==> src/rtl/sar_pkg.sv <==
package sar_pkg;

  typedef enum logic [1:0] {
    SEQ_HUNT,
    SEQ_ADDR,
    SEQ_CONV,
    SEQ_XMIT
  } seqState_e;

  // strobes from the sequencer to the datapath, valid for one falling edge
  typedef struct packed {
    logic shiftAddr;
    logic beginConv;
    logic sarStep;
    logic lastStep;
    logic outShift;
    logic endBusy;
  } seqStrobe_t;

endpackage

==> src/rtl/sar_seq_ctrl.sv <==
module sar_seq_ctrl
  import sar_pkg::*;
#(
  parameter int ADDR_W       = 4,
  parameter int RES_W        = 8,
  parameter int HAS_SHIFT_EN = 0
) (
  input  logic       clk,
  input  logic       csN,
  input  logic       serIn,
  input  logic       shiftEnN,
  output logic       sampledBit,
  output seqStrobe_t strobe
);

  localparam int SPAN  = (ADDR_W > RES_W) ? ADDR_W : RES_W;
  localparam int CNT_W = (SPAN > 1) ? $clog2(SPAN) : 1;
  localparam logic [CNT_W-1:0] ADDR_LAST = CNT_W'(ADDR_W - 1);
  localparam logic [CNT_W-1:0] RES_LAST  = CNT_W'(RES_W - 1);

  seqState_e        state;
  logic [CNT_W-1:0] cnt;
  logic             advance;

  // serial input captured on the rising edge, consumed on the following falling edge
  always_ff @(posedge clk or posedge csN) begin
    if (csN) sampledBit <= 1'b0;
    else     sampledBit <= serIn;
  end

  assign advance = (HAS_SHIFT_EN == 0) || !shiftEnN;

  always_comb begin
    strobe = '0;
    case (state)
      SEQ_ADDR: begin
        strobe.shiftAddr = 1'b1;
        strobe.beginConv = (cnt == ADDR_LAST);
      end
      SEQ_CONV: begin
        strobe.sarStep  = 1'b1;
        strobe.lastStep = (cnt == RES_LAST);
      end
      SEQ_XMIT: begin
        strobe.endBusy  = 1'b1;
        strobe.outShift = advance;
      end
      default: ;
    endcase
  end

  always_ff @(negedge clk or posedge csN) begin
    if (csN) begin
      state <= SEQ_HUNT;
      cnt   <= '0;
    end else begin
      case (state)
        SEQ_HUNT: if (sampledBit) begin
          state <= SEQ_ADDR;
          cnt   <= '0;
        end
        SEQ_ADDR: if (cnt == ADDR_LAST) begin
          state <= SEQ_CONV;
          cnt   <= '0;
        end else cnt <= cnt + 1'b1;
        SEQ_CONV: if (cnt == RES_LAST) begin
          state <= SEQ_XMIT;
          cnt   <= '0;
        end else cnt <= cnt + 1'b1;
        default: ;
      endcase
    end
  end

  // a sampled 1 while hunting always leads into the address phase
  a_r2_start_taken: assert property (@(negedge clk) disable iff (csN)
    (state == SEQ_HUNT && sampledBit) |=> (state == SEQ_ADDR));

  // once past hunting, serIn can never restart the sequence
  a_r11_no_rehunt: assert property (@(negedge clk) disable iff (csN)
    (state != SEQ_HUNT) |=> (state != SEQ_HUNT));

endmodule

==> src/rtl/sar_datapath.sv <==
module sar_datapath
  import sar_pkg::*;
#(
  parameter int SEL_W = 2,
  parameter int RES_W = 8
) (
  input  logic             clk,
  input  logic             csN,
  input  seqStrobe_t       strobe,
  input  logic             sampledBit,
  input  logic             compHi,
  output logic             doBit,
  output logic             doDrive,
  output logic             busy,
  output logic [RES_W-1:0] trialCode,
  output logic [SEL_W:0]   posChan,
  output logic [SEL_W:0]   negChan,
  output logic             negIsCom
);

  localparam int ADDR_W = SEL_W + 2;
  localparam logic [RES_W-1:0] TOP_BIT = {1'b1, {(RES_W-1){1'b0}}};

  logic [ADDR_W-2:0]  addrReg;
  logic [ADDR_W-1:0]  fullAddr;
  logic               modeSingle;
  logic               oddBit;
  logic [SEL_W-1:0]   selBits;
  logic [RES_W-1:0]   mask;
  logic [RES_W-1:0]   outBuf;
  logic [RES_W-1:0]   stepNext;
  logic [RES_W-1:0]   finalCode;

  assign fullAddr   = {addrReg, sampledBit};
  assign modeSingle = fullAddr[ADDR_W-1];
  assign oddBit     = fullAddr[ADDR_W-2];
  assign selBits    = fullAddr[SEL_W-1:0];

  assign stepNext  = (trialCode & ~mask) | (compHi ? mask : '0) | (mask >> 1);
  assign finalCode = {trialCode[RES_W-1:1], compHi};

  always_ff @(negedge clk or posedge csN) begin
    if (csN) begin
      addrReg   <= '0;
      posChan   <= '0;
      negChan   <= '0;
      negIsCom  <= 1'b0;
      trialCode <= '0;
      mask      <= '0;
      outBuf    <= '0;
      busy      <= 1'b0;
      doDrive   <= 1'b0;
      doBit     <= 1'b0;
    end else begin
      if (strobe.shiftAddr) addrReg <= {addrReg[ADDR_W-3:0], sampledBit};
      if (strobe.beginConv) begin
        posChan   <= {selBits, oddBit};
        negChan   <= modeSingle ? '0 : {selBits, ~oddBit};
        negIsCom  <= modeSingle;
        trialCode <= TOP_BIT;
        mask      <= TOP_BIT;
        busy      <= 1'b1;
        doDrive   <= 1'b1;
        doBit     <= 1'b0;
      end
      if (strobe.sarStep) begin
        trialCode <= stepNext;
        mask      <= mask >> 1;
        doBit     <= compHi;
      end
      if (strobe.lastStep) outBuf <= finalCode >> 1;
      if (strobe.endBusy)  busy   <= 1'b0;
      if (strobe.outShift) begin
        doBit  <= outBuf[0];
        outBuf <= outBuf >> 1;
      end
    end
  end

  // the settling slot drives a zero with busy raised
  a_r5_settle_slot: assert property (@(negedge clk) disable iff (csN)
    strobe.beginConv |=> (doDrive && busy && !doBit));

  // at most one trial bit is pending
  a_r6_mask_single: assert property (@(negedge clk) disable iff (csN)
    $onehot0(mask));

  // the sequencer's last step lines up with the datapath's LSB trial
  a_r6_lsb_last: assert property (@(negedge clk) disable iff (csN)
    strobe.lastStep |-> mask[0]);

  // busy survives the LSB decision by one clock, then drops
  a_r8_busy_tail: assert property (@(negedge clk) disable iff (csN)
    strobe.lastStep |=> busy);
  a_r8_busy_drop: assert property (@(negedge clk) disable iff (csN)
    strobe.endBusy |=> !busy);

  // drive is only released by csN
  a_r12_drive_held: assert property (@(negedge clk) disable iff (csN)
    doDrive |=> doDrive);

  // an exhausted replay parks the output low
  a_r9_park_low: assert property (@(negedge clk) disable iff (csN)
    (strobe.outShift && outBuf == '0) |=> !doBit);

endmodule

==> src/rtl/sar_serial_engine.sv <==
module sar_serial_engine
  import sar_pkg::*;
#(
  parameter int SEL_W        = 2,
  parameter int RES_W        = 8,
  parameter int HAS_SHIFT_EN = 0
) (
  input  logic             clk,
  input  logic             csN,
  input  logic             serIn,
  input  logic             shiftEnN,
  input  logic             compHi,
  output logic             doBit,
  output logic             doDrive,
  output logic             busy,
  output logic [RES_W-1:0] trialCode,
  output logic [SEL_W:0]   posChan,
  output logic [SEL_W:0]   negChan,
  output logic             negIsCom
);

  localparam int ADDR_W = SEL_W + 2;

  seqStrobe_t strobe;
  logic       sampledBit;

  sar_seq_ctrl #(
    .ADDR_W      (ADDR_W),
    .RES_W       (RES_W),
    .HAS_SHIFT_EN(HAS_SHIFT_EN)
  ) uCtrl (
    .clk       (clk),
    .csN       (csN),
    .serIn     (serIn),
    .shiftEnN  (shiftEnN),
    .sampledBit(sampledBit),
    .strobe    (strobe)
  );

  sar_datapath #(
    .SEL_W(SEL_W),
    .RES_W(RES_W)
  ) uPath (
    .clk       (clk),
    .csN       (csN),
    .strobe    (strobe),
    .sampledBit(sampledBit),
    .compHi    (compHi),
    .doBit     (doBit),
    .doDrive   (doDrive),
    .busy      (busy),
    .trialCode (trialCode),
    .posChan   (posChan),
    .negChan   (negChan),
    .negIsCom  (negIsCom)
  );

endmodule

==> config.mk <==
export PLATFORM = sky130hd
export DESIGN_NAME = sar_serial_engine
export DESIGN_NICKNAME = d
export VERILOG_FILES = /design/src/rtl/sar_pkg.sv /design/src/rtl/sar_seq_ctrl.sv /design/src/rtl/sar_datapath.sv /design/src/rtl/sar_serial_engine.sv
export SDC_FILE = /design/constraint.sdc
export NUM_CORES = 1
export LEC_CHECK = 0
export ABC_AREA = 1
export ABC_CLOCK_PERIOD_IN_PS = 3000
export BUFFER_PORTS_ARGS = -buffer_cell sky130_fd_sc_hd__buf_2
export CAP_MARGIN = 20
export CORE_MARGIN = 5
export CORE_UTILIZATION = 46
export CTS_BUF_LIST = sky130_fd_sc_hd__clkbuf_4 sky130_fd_sc_hd__clkbuf_8
export CTS_CLUSTER_SIZE = 28
export DETAILED_ROUTE_END_ITERATION = 10
export GPL_ROUTABILITY_DRIVEN = 0
export GPL_TIMING_DRIVEN = 0
export HOLD_SLACK_MARGIN = 0.1
export SYNTH_ARGS = -nofsm -noshare
export SYNTH_HDL_FRONTEND = slang
export SYNTH_HIERARCHICAL = 1
export SYNTH_SLANG_ARGS = --single-unit
==> constraint.sdc <==
create_clock -name clk -period 3 [get_ports clk]
set_input_delay 0.75 -clock clk [delete_from_list [all_inputs] [get_ports clk]]
set_output_delay 0.75 -clock clk [all_outputs]
set_load 0.02 [all_outputs]
# Word level (Yosys, flattened, before mapping)
# Cells that the tools add are included.
# Widths: inputs -> output; s select.
op_classes:
  n_addsub: 1
  multipliers: 0
  div_mod_pow: 0
  magnitude_cmp: 0
  n_eq_ne: 8
  shifts: 0
  muxes: 23
  n_bitwise: 5
  n_reduce_logical: 8
op_table:
  columns: ["cell", "n"]
  rows:
  - ["$mux 8", 6]
  - ["$mux 2", 6]
  - ["$mux 3", 4]
  - ["$pmux 3 s3", 1]
  - ["$and 8x8->8", 1]
  - ["$not 8->8", 1]
  - ["$or 8x7->8", 1]
  - ["$or 8x8->8", 1]
  - ["$ne 2x1->1 const B", 3]
  - ["$pmux 2 s3", 1]
  - ["$reduce_bool 2->1", 3]
  - ["$reduce_bool 3->1", 2]
  - ["$mux 1", 5]
  - ["$eq 2x2->1 const B", 2]
  - ["$reduce_and 4->1", 1]
  - ["$add 3x1->3 const B", 1]
  - ["$eq 3x2->1 const B", 1]
  - ["$eq 3x3->1 const B", 1]
  - ["$eq 2x1->1 const B", 1]
  - ["$logic_not 2->1", 1]
  - ["$reduce_and 2->1", 1]
  - ["$not 1->1", 1]
totals:
  regBits: 43
  latch_bits: 0
  mem_bits_rw: 0
  mem_bits_ro: 0
  in_bits: 5
  output_inout_bits: 18
  wordCells: 58
  mem_count: 0

# Logic depth before layout (Yosys ltp)
depth:
  word_depth: 5
  mapped_depth: 9

# Hierarchy
# The synthesis kept the hierarchy.
modules_own_cells:
  columns: ["module", "instances", "cells_each", "area_per_inst_um2", "seq_area_each_um2"]
  rows:
  - ["sar_datapath", 1, 200, 1650.3, 900.9]
  - ["sar_seq_ctrl", 1, 56, 476.7, 150.1]

==> results.ini <==
[sta]
tightest_slew_ns=0.7373
rsz0062_at_grt=true
slew_violations=0
setup_viol=18
finalHoldViolCount=0
relSlewSlack_pct=50.77
layout_setup_ws_ns=-0.1214
skew_ns=0.006948

[clocking]
cts.sinks=42
cts_hold_buf=0
cts_inserted_buffers=5
clk-insertion-delay-late_ns=0.30
cts_tree=yes
root_buffer=clkbuf_8
cts.htree.levels=2
path_clk_slew_ns=0.08
clock_path_buffers=2

[logic_synthesis]
synth_area_leaders=dfrtn_1, nand2_1, inv_1, ha_1, nand3_1
ys_top_cells_by_count=nand2_1, inv_1, dfrtn_1, nand3_1, ha_1
synth_top_cell_by_area=dfrtn_1
synthCells=256
mappedNetlistArea_um2=2127
synthArstFlopShare_pct=100.0
synth.avg_cell_area_um2=8.309
synth_nets=271
synth_warnings=6
synth_edf_count=0
ys_seq_elements=42
synth_cell_types=21
synth_top_area_share_pct=48.24
yosysSeqAreaShare_pct=49.41
dominantRegCellSynth=dfrtn_1
synth_most_common_cell=nand2_1

[die]
io-pin-count=23
fp.dieH_um=78
core_um2=4414
rows=24
start_util_pct=48.19
fp.dieW_um=78
die_area_um2=6084

[drt]
ant_nets=0
drc=0
firstDrtPassIters=4
wl_mm=4.003
post_drt_wl_per_cell_um=11.44
first_iter_violations=110
viasPerCell=4.580
vias=1603

[setup_path]
critPathTopFamily=flip-flops
cp_slowest_cell=dfrtn_1
path_buf_inv=1
worstSetupPathType=flop to output pin
arrival_ns=2.37
cp_slowest_stage_delay_ns=0.44
startpoint_type=flop
endpoint_kind=output pin
worstPathRequired_ns=2.25
crit_chain=buf_6
crit_fanout=2

[pwr]
powerDensity_nw_per_um2=945.9
vdd_drop_max_v=0.0005001
p_leak_nw=1.495

[cells_and_area]
area_growth_syn_to_layout_pct=23.18
layout.nets=312
final_area_um2=2620
drive_above_1_share_pct=22.48
antenna_cells=0
nFillCells=402
stdcell_count=350

[outcome]
violations=negative setup slack
status=complete, but fails checks

[flow_run]
drv_cap=0

[global_route]
grt_pass1_wl_mm=7.286
grt.total_usage_pct=14.71
overflow=0
first_global_vias=1578
antenna_found_initial=0
grt_start_max_net_pins=37

[placement]
dpl-instance-area_um2=2297
dp.cells=329
portBuffers=21
post-dp-hpwl_mm=2.792

[worst_hold_path]
hp-class=input port to async pin

-- repair_timing --
item | in CTS | in global routing
gates resized for setup | 36 | 0
setup endpoints to repair | 18 | 18
hold endpoints to repair | 0 | 0
setup buffers | 9 | 4
-- cell usage in the layout (no fill, tap or decap) --
cell,instances
ha_1,10
buf_6,22
inv_2,4
nand2_2,7
o21ai_2,4
nor2_4,1
clkbuf_8,5
inv_1,48
a21oi_1,8
nand2_4,2
or2_1,1
dfrtp_1,1
nand3_1,15
buf_4,14
buf_2,3
o21a_1,2
nand4_1,1
nand2_1,83
nor2_1,7
o21ai_1,5
bufinv_16,1
inv_6,1
clkinv_2,1
o21ai_0,9
nor2_8,2
dfrtn_1,41
-- state kept, by name, summed over array words and instances (netlist names) --
signal            count
uPath/mask            8
uPath/trialCode       8
uPath/outBuf          7
uCtrl/cnt             3
uPath/addrReg         3
uPath/negChan         3
uPath/posChan         3
uCtrl/state           2
uCtrl/sampledBit      1
uPath/busy            1
uPath/doBit           1
uPath/doDrive         1
uPath/negIsCom        1
-- metrics by stage --
step                TNS (ns)  total power [mW]  util (%)  hold WS (ns)  worst slack, ns
floorplan                  0             1.618         -        0.4089          0.03665
global placement      -18.64             1.849     52.04        0.4026          -0.5198
detailed placement         0             1.862     52.04        0.4071          0.05230
CTS                   -2.022             2.487     58.67        0.3663          -0.1327
global route          -2.508             2.702     59.35        0.3744          -0.1603
finish                -1.839             2.478     59.35        0.3702          -0.1214
-- path summary, 6_finish.rpt --
check,start,endpoint,slack [ns],depth (start not counted)
min in group clk,uPath/outBuf[0]$_DFFE_NP0P_,uPath/outBuf[0]$_DFFE_NP0P_,0.43,2
max reg2reg,uCtrl/sampledBit$_DFF_PP0_,uCtrl/state[1]$_DFFE_NP0P_,0.55,6
min,csN,uCtrl/sampledBit$_DFF_PP0_,0.37,2
max,uPath/busy$_DFFE_NP0P_,busy,-0.12,1
max in group asynchronous,csN,uPath/trialCode[3]$_DFFE_NP0P_,0.53,2
min reg2reg,uPath/outBuf[0]$_DFFE_NP0P_,uPath/outBuf[0]$_DFFE_NP0P_,0.43,2
-- layer usage --
metal	GRT usage [%]	part of all wire, %
met5	0	0
met4	3.547	0.90
met3	4.167	3.3
met2	23.12	48
met1	20.13	48
-- cell families after synthesis --
logic type / Yosys count / share of synthesized area [%]
compound gates: 28 / 7.529
fa+ha+maj: 10 / 5.882
buf+inv: 57 / 11.65
flops: 42 / 49.41
simple gates: 119 / 25.53
-- final cells by class --
cell class,count,area (um2),share of cell area [%]
repair buffers,34,315.3,12.03
clock inverters,3,43.79,1.671
multi-input cells,157,828.3,31.61
clock buffers,5,68.82,2.627
inverters,52,195.2,7.450
flip-flops and latches,42,1051,40.11
well taps,52,65.06,2.483
plain buffers,5,52.55,2.006
-- power breakdown --
group / total, mW / leakage [nW] / internal (mW) / switching (mW)
sequential: 0.889 / 0.555 / 0.758 / 0.131
clock: 0.453 / 0.0585 / 0.249 / 0.204
combinational: 1.14 / 0.881 / 0.498 / 0.638
total: 2.48 / 1.49 / 1.51 / 0.973
Note: power is estimated with default switching activity, not from simulation.
